$ cat src/rtl/oneshot_timer.sv
module oneshot_timer #(
  parameter int W  = 16,
  parameter int AW = 3
) (
  input  logic          clk_i,
  input  logic          rst_ni,
  input  logic          tick_i,
  input  logic          wr_en_i,
  input  logic [AW-1:0] wr_addr_i,
  input  logic [W-1:0]  wr_data_i,
  input  logic          trig_pin_i,
  input  logic          cutoff_ni,
  output logic          pulse_o,
  output logic          pulse_oe_o,
  output logic          irq_o
);

  localparam logic [AW-1:0] A_CTRL = AW'(0);
  localparam logic [AW-1:0] A_MODE = AW'(1);
  localparam logic [AW-1:0] A_SRC  = AW'(2);
  localparam logic [AW-1:0] A_RLD  = AW'(3);
  localparam logic [AW-1:0] A_TRIG = AW'(4);
  localparam logic [AW-1:0] A_IRQ  = AW'(5);
  localparam logic [AW-1:0] A_CUT  = AW'(6);
  localparam logic [1:0]    M_ONESHOT = 2'd2;
  localparam logic [W-1:0]  ONE = W'(1);

  logic         start_q, ext_sel_q, cut_en_q;
  logic [1:0]   mode_q;
  logic [W-1:0] reload_q, cnt_q;
  logic         active_q, pend_q, fresh_q, rearm_q, stop_q, irq_q;
  logic [2:0]   sync_q;

  logic running, cfg_ok, sw_trig, ext_trig, trig_in, stop_now, mode_irq;
  logic step, accept, expire;

  assign running  = start_q && (mode_q == M_ONESHOT);
  assign cfg_ok   = wr_en_i && !start_q;
  assign sw_trig  = wr_en_i && wr_addr_i == A_TRIG && wr_data_i[0] && running && !ext_sel_q;
  assign ext_trig = sync_q[1] && !sync_q[2] && running && ext_sel_q;
  assign trig_in  = sw_trig || ext_trig;
  assign stop_now = wr_en_i && wr_addr_i == A_CTRL && !wr_data_i[0] && start_q;
  assign mode_irq = cfg_ok && wr_addr_i == A_MODE && wr_data_i[1:0] == M_ONESHOT
                    && mode_q != M_ONESHOT;
  assign step     = tick_i && running && !stop_now;
  assign accept   = pend_q && !fresh_q;
  assign expire   = step && active_q && !rearm_q && !accept && cnt_q <= ONE;

  always_ff @(posedge clk_i) begin
    if (!rst_ni) sync_q <= '0;
    else         sync_q <= {sync_q[1:0], trig_pin_i};
  end

  always_ff @(posedge clk_i) begin
    if (!rst_ni) begin
      start_q   <= 1'b0;
      mode_q    <= '0;
      ext_sel_q <= 1'b0;
      cut_en_q  <= 1'b0;
      reload_q  <= '0;
    end else if (wr_en_i) begin
      case (wr_addr_i)
        A_CTRL: start_q <= wr_data_i[0];
        A_MODE: if (cfg_ok) mode_q <= wr_data_i[1:0];
        A_SRC:  if (cfg_ok) ext_sel_q <= wr_data_i[0];
        A_RLD:  reload_q <= wr_data_i;
        A_CUT:  cut_en_q <= wr_data_i[0];
        default: ;
      endcase
    end
  end

  always_ff @(posedge clk_i) begin
    if (!rst_ni) begin
      cnt_q    <= '0;
      active_q <= 1'b0;
      pend_q   <= 1'b0;
      fresh_q  <= 1'b0;
      rearm_q  <= 1'b0;
    end else if (stop_now) begin
      cnt_q    <= reload_q;
      active_q <= 1'b0;
      pend_q   <= 1'b0;
      fresh_q  <= 1'b0;
      rearm_q  <= 1'b0;
    end else if (step) begin
      pend_q  <= trig_in;
      fresh_q <= 1'b0;
      if (active_q) begin
        if (rearm_q) begin
          cnt_q   <= reload_q;
          rearm_q <= 1'b0;
        end else if (accept) begin
          rearm_q <= 1'b0 | 1'b1;
          fresh_q <= 1'b1;
          cnt_q   <= cnt_q - W'(cnt_q != '0);
        end else if (cnt_q <= ONE) begin
          active_q <= 1'b0;
          cnt_q    <= reload_q;
        end else begin
          cnt_q <= cnt_q - ONE;
        end
      end else if (accept && reload_q != '0) begin
        active_q <= 1'b1;
        cnt_q    <= reload_q;
        fresh_q  <= 1'b1;
      end
    end else if (trig_in) begin
      pend_q <= 1'b1;
    end
  end

  always_ff @(posedge clk_i) begin
    if (!rst_ni) begin
      stop_q <= 1'b0;
      irq_q  <= 1'b0;
    end else begin
      stop_q <= stop_now;
      if (stop_q || expire || mode_irq)
        irq_q <= 1'b1;
      else if (wr_en_i && wr_addr_i == A_IRQ && !wr_data_i[0])
        irq_q <= 1'b0;
    end
  end

  assign pulse_o    = active_q;
  assign pulse_oe_o = !(cut_en_q && !cutoff_ni);
  assign irq_o      = irq_q;

  p_idle_low_r1: assert property (@(posedge clk_i) disable iff (!rst_ni)
    !start_q |-> !pulse_o);

  p_cfg_frozen_r2: assert property (@(posedge clk_i) disable iff (!rst_ni)
    (start_q && wr_en_i && (wr_addr_i == A_MODE || wr_addr_i == A_SRC))
    |=> ($stable(mode_q) && $stable(ext_sel_q)));

  p_stop_irq_r3: assert property (@(posedge clk_i) disable iff (!rst_ni)
    $fell(start_q) |=> irq_o);

  p_tick_only_r5: assert property (@(posedge clk_i) disable iff (!rst_ni)
    (!tick_i && !(wr_en_i && wr_addr_i == A_CTRL)) |=> $stable(pulse_o));

  p_end_irq_r7: assert property (@(posedge clk_i) disable iff (!rst_ni)
    ($fell(pulse_o) && start_q) |-> irq_o);

  p_zero_reload_r8: assert property (@(posedge clk_i) disable iff (!rst_ni)
    (tick_i && start_q && !pulse_o && reload_q == '0) |=> !pulse_o);

endmodule

$ cat config.mk
export PLATFORM = sky130hd
export DESIGN_NAME = oneshot_timer
export DESIGN_NICKNAME = d
export VERILOG_FILES = /design/src/rtl/oneshot_timer.sv
export SDC_FILE = /design/constraint.sdc
export NUM_CORES = 1
export LEC_CHECK = 0
export ABC_CLOCK_PERIOD_IN_PS = 2800
export BUFFER_PORTS_ARGS = -buffer_cell sky130_fd_sc_hd__buf_4
export CAP_MARGIN = 20
export CORE_AREA = 5 5 86 88
export CTS_BUF_LIST = sky130_fd_sc_hd__clkbuf_8
export CTS_CLUSTER_SIZE = 40
export DETAILED_ROUTE_END_ITERATION = 10
export DIE_AREA = 0 0 91 93
export RECOVER_POWER = 25
export SYNTH_ARGS = -nofsm -noshare
export SYNTH_HDL_FRONTEND = slang
export SYNTH_SLANG_ARGS = --single-unit
$ cat constraint.sdc
create_clock -name clk_i -period 2.8 [get_ports clk_i]
set_input_delay 0.56 -clock clk_i [delete_from_list [all_inputs] [get_ports clk_i]]
set_output_delay 0.56 -clock clk_i [all_outputs]
set_load 0.03 [all_outputs]
**Word level (Yosys, flattened, before mapping)**

Index checks and enable logic that the tools add are counted.

- Flip-flop bits (word level): 46
- Bits of input ports: 25
- Word-level logic and storage cells: 99
- Output and inout bits: 3

- Reduce and logical (&&, ||, !) cells: 54
- Bitwise logic cells: 1
- Add/sub/neg operators: 2
- Equality and inequality tests: 9
- Order comparisons: 1
- Multiplexer cells: 19

Operators with widths:

| operator | count |
|---|---|
| 2-to-1 mux 16 bit | 7 |
| nonzero test 16 bit | 2 |
| logical AND 1 bit | 26 |
| <= comparator 16 x 1 -> 1 bit, second input constant | 1 |
| subtractor 16 x 1 -> 16 bit | 1 |
| subtractor 16 x 1 -> 16 bit, second input constant | 1 |
| 2-to-1 mux 1 bit | 12 |
| logical NOT 1 bit | 10 |
| AND reduction 2 bit | 5 |
| equality test 3 bit, second input constant | 3 |
| equality test 3 x 2 -> 1 bit, second input constant | 2 |
| AND reduction 3 bit | 2 |
| nonzero test 2 bit | 3 |
| equality test 2 bit, second input constant | 2 |
| equality test 3 x 1 -> 1 bit, second input constant | 1 |
| logical NOT 3 bit | 1 |
| logical OR 1 bit | 3 |
| nonzero test 3 bit | 1 |
| inequality test 2 bit, second input constant | 1 |
| OR reduction 2 bit | 1 |
| inverter 1 bit | 1 |

**Longest topological paths before layout**

Gate-level depths: netlist of the first run.

- Depth in word-level cells: 13
- Depth in mapped cells: 11
- Depth with buffers taken out: 11

**Worst setup path after synthesis of the first run**

OpenSTA, ideal clock, no wires.

- Path type: register to register
- Start: register cnt_q[2]
- End: register cnt_q[4]
- Data arrival time: 2,424 ps
- Path slack: 251 ps
- Path buffers: 0
- Cell stages (with the launch flop): 12
- Data required time: 2,675 ps
- Clock period less this slack: 2,549 ps
- Setup time: 125 ps
- Cell sequence: dfxtp_1 or2_1 or4_4 nor2_1 nand2_1 ha_1 ha_1 mux2i_1 nor2_1 or3_1 o31ai_1 a21oi_1

- Longest elaborated chain between the ends: 7
- Elaborated cells between the ends (all ways): 10
- Classes of those cells: add/sub (2); order compare (1); mux (6); reduce/logical (1)

Ends and longest elaborated chain:

| what | line | RTL |
|---|---|---|
| start: declaration | 30 | `logic [W-1:0] reload_q, cnt_q;` |
| start signal: assignment | 81 | `cnt_q <= reload_q;` |
| start signal: assignment | 91 | `cnt_q <= reload_q;` |
| start signal: assignment | 96 | `cnt_q <= cnt_q - W'(cnt_q != '0);` |
| nonzero test 16 bit, or another cell as far along | 96 |  |
| subtractor 16 x 1 -> 16 bit or 2-to-1 mux 16 bit (tied branches) | 96, 97 |  |
| 2-to-1 mux 16 bit * | 93 | `end else if (accept) begin` |
| 2-to-1 mux 16 bit * | 90 | `if (rearm_q) begin` |
| 2-to-1 mux 16 bit * | 89 | `if (active_q) begin` |
| 2-to-1 mux 16 bit * | 86 | `end else if (step) begin` |
| 2-to-1 mux 16 bit * | 80 | `end else if (stop_now) begin` |

Every way passes the cells marked *; elsewhere a longest branch is shown, timed or not. The select of a mux whose other input is x is not followed.
A chain may end at the register's enable or synchronous reset.

**Worst setup path in the final report of the first run**

Same ends and word-level chain as after synthesis.

==> impl_metrics.env, run 1 <==
export IMPL_switching_share_pct=22.5
export IMPL_die_area_mm2=0.00846
export IMPL_antennaDiodeCount=0
export IMPL_cts_made_buffers=5
export IMPL_yosysWarnings=0
export IMPL_vias=2469
export IMPL_insertion_delay_ns=0.30
export IMPL_worst_pin_slew_ns=1.32
export IMPL_seq_area_frac_synth_pct=36.8
export IMPL_die_h_um=93
export IMPL_fp_row_count=30
export IMPL_num_io_pins=28
export IMPL_synth_edf_count=0
export IMPL_cts_tree="built"
export IMPL_yosysTopAreaCell="dfxtp_1"
export IMPL_h_tree_depth=2
export IMPL_internal_power_mw=0.963
export IMPL_min_period_over_period_pct=95.4
export IMPL_synth_nets=352
export IMPL_powerDensity_mw_per_mm2=422
export IMPL_min_from="sync_q[0]"
export IMPL_crit_start="cnt_q[2]"
export IMPL_ys_async_sr_fraction_pct=0
export IMPL_nets=382
export IMPL_peakVddDrop_mv=0.370
export IMPL_p_comb_share_pct=6.9
export IMPL_core_area_mm2=0.00657
export IMPL_route_detailed_drc=0
export IMPL_start_util_pct=38.1
export IMPL_grt_start_max_net_pins=33
export IMPL_synthFlopType="dfxtp_1"
export IMPL_drive_gt1_share_pct=15.3
export IMPL_setup_viol=0
export IMPL_cts_root_buf="clkbuf_8"
export IMPL_status="completed"
export IMPL_antenna_found_initial=0
export IMPL_max_slew_margin_pct=12.1
export IMPL_fillCellCount=666
export IMPL_power_total_mw=1.24
export IMPL_route_detailed_wl_per_inst_um=15.1
export IMPL_die_w_um=91
export IMPL_postSynthAreaPerCell_um2=7.78
export IMPL_grt_pass1_wl_um=10900
export IMPL_synth_seq_cells=46
export IMPL_area_growth_pct=17.5
export IMPL_switchingPower_mw=0.279
export IMPL_skew_ns=0.0104
export IMPL_path_max_fanout=4
export IMPL_dp_cells=425
export IMPL_cellLeakagePower_nw=1.16
export IMPL_min_period_ns=2.67
export IMPL_post_drt_via_cell_ratio=5.70
export IMPL_setup_ws_ns=0.129
export IMPL_critPathKind="reg2reg"
export IMPL_drt_total_wl_um=6550
export IMPL_synth_commonest_cells="55 x nand2_1, 46 x dfxtp_1, 28 x a21oi_1, 26 x nor2_1, 12 x o21ai_0"
export IMPL_final_util_pct=44.8
export IMPL_worstPathArrival_ns=2.86
export IMPL_hold_path_class="reg2reg"
export IMPL_worstSetupEndpointType="flip-flop"
export IMPL_netlist_area_leader_share_pct=36.8
export IMPL_cts_clk_slew_worst_paths_ns=0.09
export IMPL_clock_path_buffers=2
export IMPL_ant_nets=0
export IMPL_syn_cell_area_mm2=0.00250
export IMPL_fin_cells=433
export IMPL_gp_congestion=0.862
export IMPL_cts_sinks=46
export IMPL_syn_inst=322
export IMPL_synth_cell_types=57
export IMPL_rsz0062_at_grt="true"
export IMPL_worst_setup_path_start_kind="flip-flop"
export IMPL_port_buffers=27
export IMPL_grt_pass1_vias=2274
export IMPL_fmax_ghz=0.374
export IMPL_p_seq_share_pct=53.9
export IMPL_dr_pass1_iters=4
export IMPL_overflow=0
export IMPL_crit_required_ns=2.99
export IMPL_r2r_start="cnt_q[2]"
export IMPL_grt_use_total_pct=15.4
export IMPL_dp_hpwl_um=4840
export IMPL_maxCapViolCount=0
export IMPL_clockPowerShare_pct=39.2
export IMPL_finalHoldViolations=0
export IMPL_place_ws_ns=-0.0312
export IMPL_final_max_slew_viol_count=0
export IMPL_yosysMostFrequentCell="nand2_1"
export IMPL_synth_area_top_cells="dfxtp_1 37%, nand2_1 8.2%, a21oi_1 5.6%"
export IMPL_first_iter_violations=203
## power by group through the flow
stage	clock, mW	sequential (mW)	combinational [mW]
finish	0.486	0.669	0.0861
global route	0.519	0.671	0.0954
CTS	0.494	0.669	0.0876
detailed placement	0	0.684	0.0872
global placement	0	0.684	0.0863
floorplan	0	0.682	0.0456
## worst max-delay path, stage by stage, from the launching register on
cell	delay (ns)
dfxtp_1	0.32
or2_1	0.26
or4_4	0.47
nor2_2	0.19
nand2_1	0.09
ha_1	0.21
ha_1	0.25
mux2i_4	0.21
nor2_1	0.08
or3_1	0.31
o31ai_1	0.08
a21oi_1	0.10
## through the flow
stage,TNS (ns),hold slack (ns),instance area [µm²]
final,0,0.452,2940
after global routing,-0.00378,0.467,2940
after CTS,0,0.451,2930
after detailed placement,-0.0452,0.421,2820
after global placement,0,0.421,2820
after floorplan,0,0.412,2500
## path summary, 6_finish.rpt
check / depth (start not counted) / slack [ns] / endpoint
hold reg to reg: 1 / 0.45 / sync_q[1]
setup / recovery: 11 / 0.13 / cnt_q[4]
setup reg to reg: 11 / 0.13 / cnt_q[4]
hold / removal: 1 / 0.45 / sync_q[1]
## area by class of cell
cell class	count	area (µm²)	area share (%)
sequential	46	922	31.3
timing repair buffer	38	278	9.44
multi-input combinational	254	1510	51.3
inverter	7	26.3	0.893
clock buffer	5	68.8	2.34
clock inverter	3	37.5	1.28
tap	80	100	3.40
## flip-flops by register name, indices dropped and copies added, names as in the netlist
register,count
rearm_q,1
irq_o,1
sync_q,3
cnt_q,16
fresh_q,1
cut_en_q,1
reload_q,16
pulse_o,1
ext_sel_q,1
mode_q,2
start_q,1
pend_q,1
stop_q,1
## what timing repair did
item | CTS | global route
resized for setup | 1 | 4
pin swaps | 0 | 0
hold buffers | 0 | 0
setup endpoints to repair | 2 | 7
gates cloned | 0 | 0
buffers inserted | 0 | 0
## cells in the final DEF (no fill, tap or decap), types with 2 or more instances in the layout
master,synthesis,routed
nand4b_1,2,2
nand3_1,11,11
o21ai_1,2,2
or4_1,2,2
o31ai_1,4,4
buf_4,0,36
a21boi_0,2,2
or3_1,5,5
inv_1,7,9
nand2b_1,9,9
o2bb2ai_1,3,3
dfxtp_1,46,45
nor4_1,10,9
nor3_1,10,10
and3_1,4,4
nand4_1,2,2
o221ai_1,4,4
nor2b_1,6,6
ha_1,5,5
nand2_1,55,55
o21ai_0,12,12
a31oi_1,3,3
o31a_1,3,3
a22oi_1,2,2
o22ai_1,4,4
mux2i_1,4,3
clkbuf_1,10,2
a2bb2oi_1,2,2
and2_1,6,5
nor2_1,26,25
a211oi_1,2,2
o41ai_1,3,3
clkbuf_8,0,5
a21oi_1,28,28
## kinds of logic (layout without fill, tap and decap cells)
kind of cell	count (synthesis)	in the layout	share of synthesized area, %
buffers and inverters	22	53	3.80
AOI/OAI and AO/OA	86	86	23.0
muxes	4	4	1.60
xor gates and xnor gates	2	2	0.700
and+or+nand+nor	157	157	31.6
adders and majority gates	5	5	2.50
DFF	46	46	36.8
## per-layer routing
metal	share of wire (%)	wire (µm)	vias to the layer above	track usage (%)
met5	0	0	-	0
met4	2.1	136	0	5.62
met3	3.5	227	9	2.41
met2	44	2870	64	23.1
met1	51	3310	1155	22.2
li1	-	-	1241	-
(Power assumes the default switching activity.)
==> inputs of run 2 (changes only) <==
CTS_BUF_LIST = sky130_fd_sc_hd__clkbuf_4 sky130_fd_sc_hd__clkbuf_8   (was sky130_fd_sc_hd__clkbuf_8)
==> run 2 against run 1 <==
Clock power is 5.6% higher; sequential share of layout area is 0.080 points lower; wire length is 0.15% lower; first-iteration DRC count is 9.9% higher; combinational power hardly changed; sequential power hardly changed; critical path depth stayed put; clock-buffer cell count is 2 higher; fmax is 0.29% lower; clock skew is 0.0018 ns higher; utilization is 0.11 points higher; via count is 0.41% higher; critical endpoint unchanged; highest routed layer unchanged.
==> impl_metrics.env, run 2 (synthesis gave the netlist of run 1 again) <==
export IMPL_first_iter_violations=223
export IMPL_route_detailed_drc=0
export IMPL_max_slew_margin_pct=13.1
export IMPL_grt_pass1_wl_um=10900
export IMPL_clockPowerShare_pct=40.4
export IMPL_die_area_mm2=0.00846
export IMPL_fillCellCount=663
export IMPL_worstPathArrival_ns=2.87
export IMPL_maxCapViolCount=0
export IMPL_grt_start_max_net_pins=33
export IMPL_grt_pass1_vias=2265
export IMPL_cellLeakagePower_nw=1.16
export IMPL_p_seq_share_pct=52.8
export IMPL_whs_path_depth=1
export IMPL_insertion_delay_ns=0.30
export IMPL_dp_cells=425
export IMPL_setup_viol=0
export IMPL_critPathKind="reg2reg"
export IMPL_multi_input_comb_area_mm2=0.00151
export IMPL_power_total_mw=1.27
export IMPL_skew_ns=0.0122
export IMPL_final_max_slew_viol_count=0
export IMPL_final_cell_mix="55 x nand2_1, 45 x dfxtp_1, 36 x buf_4"
export IMPL_worst_pin_slew_ns=1.30
export IMPL_switchingPower_mw=0.278
export IMPL_register_area_um2=922
export IMPL_antennaDiodeCount=0
export IMPL_cts_root_buf="clkbuf_8"
export IMPL_postCtsSetupBuffers=0
export IMPL_antenna_found_initial=0
export IMPL_worst_setup_path_start_kind="flip-flop"
export IMPL_drt_total_wl_um=6540
export IMPL_worstSetupEndpointType="flip-flop"
export IMPL_area_growth_pct=17.8
export IMPL_clock_path_buffers=2
export IMPL_path_max_fanout=4
export IMPL_place_area_mm2=0.00282
export IMPL_crit_required_ns=2.99
export IMPL_die_h_um=93
export IMPL_drive_gt1_share_pct=15.9
export IMPL_port_buffers=27
export IMPL_grt_use_total_pct=15.3
export IMPL_dp_hpwl_um=4840
export IMPL_reg2reg_depth=11
export IMPL_finalHoldViolations=0
export IMPL_cts_sinks=46
export IMPL_min_period_ns=2.68
export IMPL_cts_tree="built"
export IMPL_core_area_mm2=0.00657
export IMPL_rsz0062_at_grt="true"
export IMPL_hold_path_class="reg2reg"
export IMPL_design_area_mm2=0.00295
export IMPL_final_util_pct=44.9
export IMPL_overflow=0
export IMPL_status="completed"
export IMPL_peakVddDrop_mv=0.369
export IMPL_route_detailed_wl_per_inst_um=15.1
export IMPL_dr_pass1_iters=5
export IMPL_switching_share_pct=22.0
export IMPL_nets=382
export IMPL_vias=2479
export IMPL_h_tree_depth=2
export IMPL_ant_nets=0
export IMPL_start_util_pct=38.1
export IMPL_num_io_pins=28
export IMPL_post_drt_via_cell_ratio=5.73
export IMPL_cts_made_buffers=5
export IMPL_final_common_cell="nand2_1"
export IMPL_cts_clk_slew_worst_paths_ns=0.09
export IMPL_powerDensity_mw_per_mm2=430
export IMPL_fp_row_count=30
export IMPL_die_w_um=91
export IMPL_min_period_over_period_pct=95.7
export IMPL_p_comb_share_pct=6.8
export IMPL_internal_power_mw=0.989
export IMPL_top_regs="cnt_q: 16 flops, reload_q: 16 flops, sync_q: 3 flops"
export IMPL_fmax_ghz=0.373
export IMPL_gp_congestion=0.862
export IMPL_fin_cells=433
## run 2: changes by cell type in the layout (fill, tap and decap cells not counted), sizes merged
| cell | before | now |
|---|---|---|
| clkbuf | 7 | 9 |
| inv | 9 | 7 |
## run 2: per-layer routing
layer	routed length (µm)	vias up	global-route usage, %
li1	-	1238	-
met1	3210	1156	22.2
met2	2890	76	23.0
met3	303	9	2.33
met4	136	0	5.62
met5	0	-	0
## run 2: timing repair
action	CTS	global route
endpoints found under the hold margin	0	0
gates resized for setup	1	4
endpoints found under the setup margin	2	7
hold buffers	0	0
## run 2: worst paths after layout
path,startpoint,end,slack (ns)
worst max-delay path,cnt_q[2],cnt_q[4],0.12
worst min-delay path,sync_q[0],sync_q[1],0.45
worst max register to register,cnt_q[2],cnt_q[4],0.12
worst min register to register,sync_q[0],sync_q[1],0.45
## run 2: power groups by stage
stage / Sequential [mW] / Clock (mW) / Combinational (mW)
after floorplan: 0.682 / 0 / 0.0456
after global placement: 0.684 / 0 / 0.0863
after detailed placement: 0.684 / 0 / 0.0872
after CTS: 0.669 / 0.520 / 0.0875
after global routing: 0.671 / 0.546 / 0.0953
final: 0.669 / 0.513 / 0.0860
## run 2: layout make-up
type / instances / share of cell area, %
multi-input combinational: 254 / 51.2
sequential: 46 / 31.3
timing repair buffer: 38 / 9.42
tap: 80 / 3.39
clock buffer: 7 / 2.84
clock inverter: 1 / 1.02
inverter: 7 / 0.891
## run 2: metrics by stage
stage / hold WS [ns] / setup TNS, ns / setup WS [ns]
final: 0.451 / 0 / 0.121
after global routing: 0.467 / -0.00174 / -0.00174
after CTS: 0.451 / 0 / 0.0198
after detailed placement: 0.421 / -0.0452 / -0.0312
after global placement: 0.421 / 0 / 0.124
after floorplan: 0.412 / 0 / 0.251
## run 2: critical path: stages, from the launching register on
cell and delay [ns]:
dfxtp_1 0.32, or2_1 0.26, or4_4 0.47, nor2_2 0.19
nand2_1 0.09, ha_1 0.21, ha_1 0.25, mux2i_4 0.22
nor2_1 0.08, or3_1 0.31, o31ai_1 0.08, a21oi_1 0.10
